==> src/rtl/acsa_pkg.sv <==
package acsa_pkg;

   // Correction step levels for metrics with two fractional bits
   localparam int unsigned CORR_W    = 2;
   localparam int unsigned CORR_TOP  = 3;
   localparam int unsigned STEP_HI   = 3;   // last index giving 2
   localparam int unsigned STEP_LO   = 8;   // last index giving 1

   function automatic int unsigned corr_step(int unsigned d);
      if (d == 0)       return CORR_TOP;
      if (d <= STEP_HI) return 2;
      if (d <= STEP_LO) return 1;
      return 0;
   endfunction

endpackage

==> src/rtl/acsa_cand_add.sv <==
module acsa_cand_add #(
   parameter int MW = 6
) (
   input  logic [MW-1:0] sm_i,
   input  logic [MW-1:0] bm_i,
   output logic [MW-1:0] cand_o
);
   logic [MW:0] sum_w;

   assign sum_w  = {1'b0, sm_i} + {1'b0, bm_i};
   assign cand_o = sum_w[MW] ? {MW{1'b1}} : sum_w[MW-1:0];
endmodule

==> src/rtl/acsa_cmp_sel.sv <==
module acsa_cmp_sel #(
   parameter int MW = 6,
   parameter int AW = 4
) (
   input  logic [MW-1:0] c0_i,
   input  logic [MW-1:0] c1_i,
   output logic [MW-1:0] max_o,
   output logic [AW-1:0] idx_o
);
   localparam int DW = (MW > AW) ? MW : AW;
   localparam logic [DW-1:0] IDX_MAX = DW'((1 << AW) - 1);

   logic          c0_ge;
   logic [MW-1:0] diff;
   logic [DW-1:0] diff_w;

   assign c0_ge  = (c0_i >= c1_i);
   assign max_o  = c0_ge ? c0_i : c1_i;
   assign diff   = c0_ge ? (c0_i - c1_i) : (c1_i - c0_i);
   assign diff_w = DW'(diff);
   assign idx_o  = (diff_w > IDX_MAX) ? AW'(IDX_MAX) : AW'(diff_w);
endmodule

==> src/rtl/acsa_corr_lut.sv <==
module acsa_corr_lut #(
   parameter int AW      = 4,
   parameter int CW      = 2,
   parameter bit CORR_EN = 1'b1
) (
   input  logic [AW-1:0] idx_i,
   output logic [CW-1:0] corr_o
);
   localparam int DEPTH = 1 << AW;

   generate
      if (CORR_EN) begin : g_table
         logic [CW-1:0] tbl [DEPTH];
         for (genvar g = 0; g < DEPTH; g++) begin : g_ent
            assign tbl[g] = CW'(acsa_pkg::corr_step(g));
         end
         assign corr_o = tbl[idx_i];
      end else begin : g_plain
         logic unused_idx;
         assign unused_idx = ^idx_i;
         assign corr_o     = '0;
      end
   endgenerate
endmodule

==> src/rtl/logmap_acsa.sv <==
module logmap_acsa #(
   parameter int MW       = 6,
   parameter int LUT_AW   = 4,
   parameter int NORM_SUB = 16,
   parameter bit CORR_EN  = 1'b1
) (
   input  logic          clk_i,
   input  logic          rst_ni,
   input  logic          vld_i,
   input  logic          norm_i,
   input  logic [MW-1:0] sm0_i,
   input  logic [MW-1:0] bm0_i,
   input  logic [MW-1:0] sm1_i,
   input  logic [MW-1:0] bm1_i,
   output logic [MW-1:0] sm_o,
   output logic          vld_o
);
   localparam int CW   = acsa_pkg::CORR_W;
   localparam int NBR  = 2;
   localparam logic [MW-1:0] SUB_V = MW'(NORM_SUB);

   generate
      if (MW < 3 || MW > 12) begin : g_bad_mw
         $error("logmap_acsa: MW must lie in 3..12");
      end
      if (CORR_EN && (LUT_AW < 4)) begin : g_bad_aw
         $error("logmap_acsa: LUT_AW must cover the nonzero correction span");
      end
      if (NORM_SUB < 1 || NORM_SUB >= (1 << MW)) begin : g_bad_sub
         $error("logmap_acsa: NORM_SUB out of range");
      end
   endgenerate

   logic [MW-1:0] sm_a   [NBR];
   logic [MW-1:0] bm_a   [NBR];
   logic [MW-1:0] cand_a [NBR];

   assign sm_a[0] = sm0_i;
   assign sm_a[1] = sm1_i;
   assign bm_a[0] = bm0_i;
   assign bm_a[1] = bm1_i;

   generate
      for (genvar b = 0; b < NBR; b++) begin : g_br
         acsa_cand_add #(.MW(MW)) u_add (
            .sm_i   (sm_a[b]),
            .bm_i   (bm_a[b]),
            .cand_o (cand_a[b])
         );
      end
   endgenerate

   logic [MW-1:0]     max_w;
   logic [LUT_AW-1:0] idx_w;
   logic [CW-1:0]     corr_w;

   acsa_cmp_sel #(.MW(MW), .AW(LUT_AW)) u_cmp (
      .c0_i  (cand_a[0]),
      .c1_i  (cand_a[1]),
      .max_o (max_w),
      .idx_o (idx_w)
   );

   acsa_corr_lut #(.AW(LUT_AW), .CW(CW), .CORR_EN(CORR_EN)) u_lut (
      .idx_i  (idx_w),
      .corr_o (corr_w)
   );

   logic [MW:0]   fin_sum;
   logic [MW-1:0] fin_sat;
   logic [MW-1:0] nxt_sm;

   assign fin_sum = {1'b0, max_w} + (MW+1)'(corr_w);
   assign fin_sat = fin_sum[MW] ? {MW{1'b1}} : fin_sum[MW-1:0];

   always_comb begin
      nxt_sm = fin_sat;
      if (norm_i) begin
         nxt_sm = (fin_sat >= SUB_V) ? (fin_sat - SUB_V) : '0;
      end
   end

   always_ff @(posedge clk_i or negedge rst_ni) begin
      if (!rst_ni) begin
         sm_o  <= '0;
         vld_o <= 1'b0;
      end else begin
         vld_o <= vld_i;
         if (vld_i) sm_o <= nxt_sm;
      end
   end
endmodule

==> config.mk <==
export PLATFORM = sky130hd
export DESIGN_NAME = logmap_acsa
export DESIGN_NICKNAME = d
export VERILOG_FILES = /design/src/rtl/acsa_pkg.sv /design/src/rtl/acsa_cand_add.sv /design/src/rtl/acsa_cmp_sel.sv /design/src/rtl/acsa_corr_lut.sv /design/src/rtl/logmap_acsa.sv
export SDC_FILE = /design/constraint.sdc
export NUM_CORES = 1
export LEC_CHECK = 0
export ABC_AREA = 0
export BUFFER_PORTS_ARGS = -buffer_cell sky130_fd_sc_hd__buf_2
export CORE_ASPECT_RATIO = 2
export CORE_MARGIN = 2
export CORE_UTILIZATION = 45
export CTS_CLUSTER_SIZE = 25
export DETAILED_ROUTE_END_ITERATION = 8
export HOLD_SLACK_MARGIN = 0.12
export PLACE_DENSITY_LB_ADDON = 0.12
export SLEW_MARGIN = 20
export SYNTH_ARGS = -nofsm -noshare
export SYNTH_HDL_FRONTEND = slang
export SYNTH_SLANG_ARGS = --single-unit
==> constraint.sdc <==
create_clock -name clk_i -period 0.85 [get_ports clk_i]
set_input_delay 0.0425 -clock clk_i [delete_from_list [all_inputs] [get_ports clk_i]]
set_output_delay 0.0425 -clock clk_i [all_outputs]
set_load 0.005 [all_outputs]
==> impl_metrics.csv <==
group,metric,value,unit
sta,fin_crit_sh,614,%
sta,skew,0,ns
yosys,synth_top_flop_cell,"dfrtp_1",
critical_path,crit_path_start_kind,"primary input",
run_status,violations,"setup timing",
drt,drt_iter0_drc,44,
yosys,ys_seq_area_share,11.0,%
global_route,grt_pass1_vias,2097,
critical_path,crit_slowest_cell,"fa_2",
die,core,3380,µm²
yosys,ys_types,48,
critical_path,critical_path_arrival,5.37,ns
critical_path,ff2ff_path_depth,2,
critical_path,critical_path_class,"primary input to flop",
critical_path,end_kind,"flop",
critical_path,cpPeakStageDelay,0.39,ns
hold_path,hold_depth,3,
critical_path,required,0.99,ns
hold_path,holdPathEnd,"sm_o[4]",
die,die_w,46.0,µm
clocking,h-tree-depth,1,
clocking,cts_root_buf,"clkbuf_8",
cells_and_area,final_nets,366,
critical_path,cpMostUsedCell,"fa_2",
sta,setup_ws,-4.37,ns
cells_and_area,antenna_cells,0,
yosys,syn_area,1590,µm²
power_and_ir_drop,worst_ir_drop_vdd,0.00129,V
clocking,insertion_delay,0.22,ns
drt,viasPerCell,5.63,
run,max_cap_viol_count,0,
die,fp-row-count,30,
yosys,synth_top_cell_by_area,"ha_1",
sta,setup_viol_count_final,6,
yosys,ys.warnings.count,0,
cells_and_area,final_cell_mix,"buf_4 (82), buf_2 (32), inv_1 (17)",
drt,finalWirelength,5240,µm
global_route,grt_max_degree,8,
critical_path,reg2reg_to,"sm_o[1]",
sta,maxSlewViolCount,0,
drt,routedWlPerCell,15.4,µm
yosys,synth.area.top_cells,"ha_1 (18%), dfrtp_1 (11%), fa_1 (6.3%)",
power_and_ir_drop,power_per_cell_area,2380,nW/µm²
critical_path,r2r-start,"sm_o[1]",
placement,preCtsSetupSlack,-4.71,ns
yosys,ys_ff_latch,7,
clocking,cts_tree,"done",
yosys,synthArstFlopShare,100,%
yosys,netlist.area_leader.share,18.1,%
hold_path,hold_class,"primary input to flop",
cells_and_area,layout-drive-gt1-share,56.0,%
critical_path,crit_buf_inv,5,
cells_and_area,syn_to_final_growth,69.0,%
yosys,synth_edf_count,0,
placement,hpwlAfterDp,4330,µm
clocking,clock_path_buffers,2,
global_route,grt_pass1_wl,8200,µm
drt,drt-pass1-iter-count,5,
critical_path,critPathMaxFanout,5,
die,die_y,88.1,µm
yosys,synth_area_per_cell,8.37,µm²
die,pin_count,35,
placement,port_buffers,34,
run_status,outcome,"finished, violations left",
drt,vias,1920,
hold_path,worstHoldStart,"norm_i",
sta,max_slew_margin,73.9,%
die,die_area,4050,µm²
clocking,clkTransAtPathRegs,0.04,ns
sta,fmax,191,MHz
cells_and_area,nFillCells,250,
global_route,gr-total-overflow,0,
sta,period_needed,5.22,ns
power_and_ir_drop,p_leak,1.30,nW
critical_path,cp_top_family,"compound AO/OA/AOI/OAI gates",
sta,worst_pin_slew,0.392,ns
global_route,grt_antenna_before_repair,0,
die,start_util,47.1,%
cells_and_area,layout.cells.most_common,"buf_4",
clocking,cts_sinks,7,
clocking,cts_buffers,3,
critical_path,reg2reg_slack,0.10,ns
placement,globalplace.congestion,0.936,
sta,rsz0062_at_grt,"yes",
drt,drc_errors,0,
drt,ant_nets,0,
global_route,grt_usage,26.6,%
power_and_ir_drop,total_power,6.40,mW
sta,hold_viol_final,0,
yosys,syn-num-nets,246,
yosys,syn_inst,190,
## cells in the mapped netlist (2+ instances only)
| cell | number |
|---|---|
| a211oi_2 | 3 |
| a211o_1 | 4 |
| nand2_1 | 9 |
| nor3_1 | 2 |
| inv_1 | 20 |
| o21ai_2 | 2 |
| a211oi_1 | 4 |
| a221oi_2 | 4 |
| xnor2_1 | 6 |
| a21o_1 | 4 |
| xor2_1 | 4 |
| o21a_1 | 3 |
| fa_1 | 5 |
| o21ai_0 | 3 |
| nor2_1 | 23 |
| a21oi_1 | 16 |
| or3_1 | 2 |
| o221ai_1 | 2 |
| dfrtp_1 | 7 |
| and3_1 | 4 |
| ha_1 | 23 |
| nand3_1 | 7 |
| mux2i_1 | 8 |
## report_power, final
| part | internal [mW] | switching (mW) |
|---|---|---|
| Combinational | 2.86 | 2.55 |
| Clock | 0.324 | 0.136 |
| Sequential | 0.468 | 0.0665 |
## sequential cells by signal, indices dropped and copies added, names as in the netlist
signal  count
vld_o       1
sm_o        6
## routing by layer
metal	track usage, %	vias to the layer above	routed length, µm
met2	54.2	56	3220
met3	2.27	19	109
met1	21.8	909	1680
li1	-	936	-
met4	15.3	0	222
met5	0	-	0
## logic make-up after synthesis
logic type / synth area share [%]
AO/OA/AOI/OAI: 29.5
AND/OR/NAND/NOR: 17.2
adder cells (fa/ha/maj): 24.4
buffers and inverters: 5.90
XOR/XNOR: 5.51
multiplexers: 6.45
flip-flops: 11.0
## layout make-up
class                      instances  area, µm²  area share, %
inverter                          20       75.1           2.79
timing repair buffer             118        828           30.8
tap                               32       40.0           1.49
multi-input combinational        160       1520           56.7
clock buffer                       4       45.0           1.68
sequential                         7        175           6.52
## how the worst max path moves through the flow
stage,from,endpoint,slack (ns),depth (start not counted)
final,sm0_i[0],sm_o[1],-4.37,29
after floorplan,sm0_i[0],sm_o[0],-4.18,26
after CTS,sm0_i[0],sm_o[2],-4.31,28
after global placement,sm1_i[3],sm_o[3],-4.50,28
after detailed placement,sm1_i[0],sm_o[2],-4.71,29
after global routing,sm0_i[0],sm_o[3],-4.57,27
## what timing repair did
action | 4_1_cts | 5_1_grt
pin swaps | 21 | 16
resized for setup | 11 | 8
buffers inserted | 8 | 5
hold buffers | 1 | 0
hold endpoints to repair | 7 | 0
setup endpoints to repair | 6 | 6
## worst register-to-register path, delay by kind of cell, from the launching register on
kind | cells | cell delay [ns]
AO/OA/AOI/OAI | 2 | 0.25
flip-flops | 1 | 0.38
## metrics by stage
stage	TNS [ns]	cell area [µm²]	hold WS [ns]	utilization (%)	instances
after floorplan	-24.81	1710	-0.253	-	190
after global placement	-26.82	2440	-0.125	72.2	323
after detailed placement	-27.87	2440	-0.119	72.2	323
after CTS	-25.44	2620	0.144	77.6	336
after global routing	-27.03	2690	0.161	79.6	341
final	-25.81	2690	0.146	79.6	341
(Power assumes the default switching activity.)
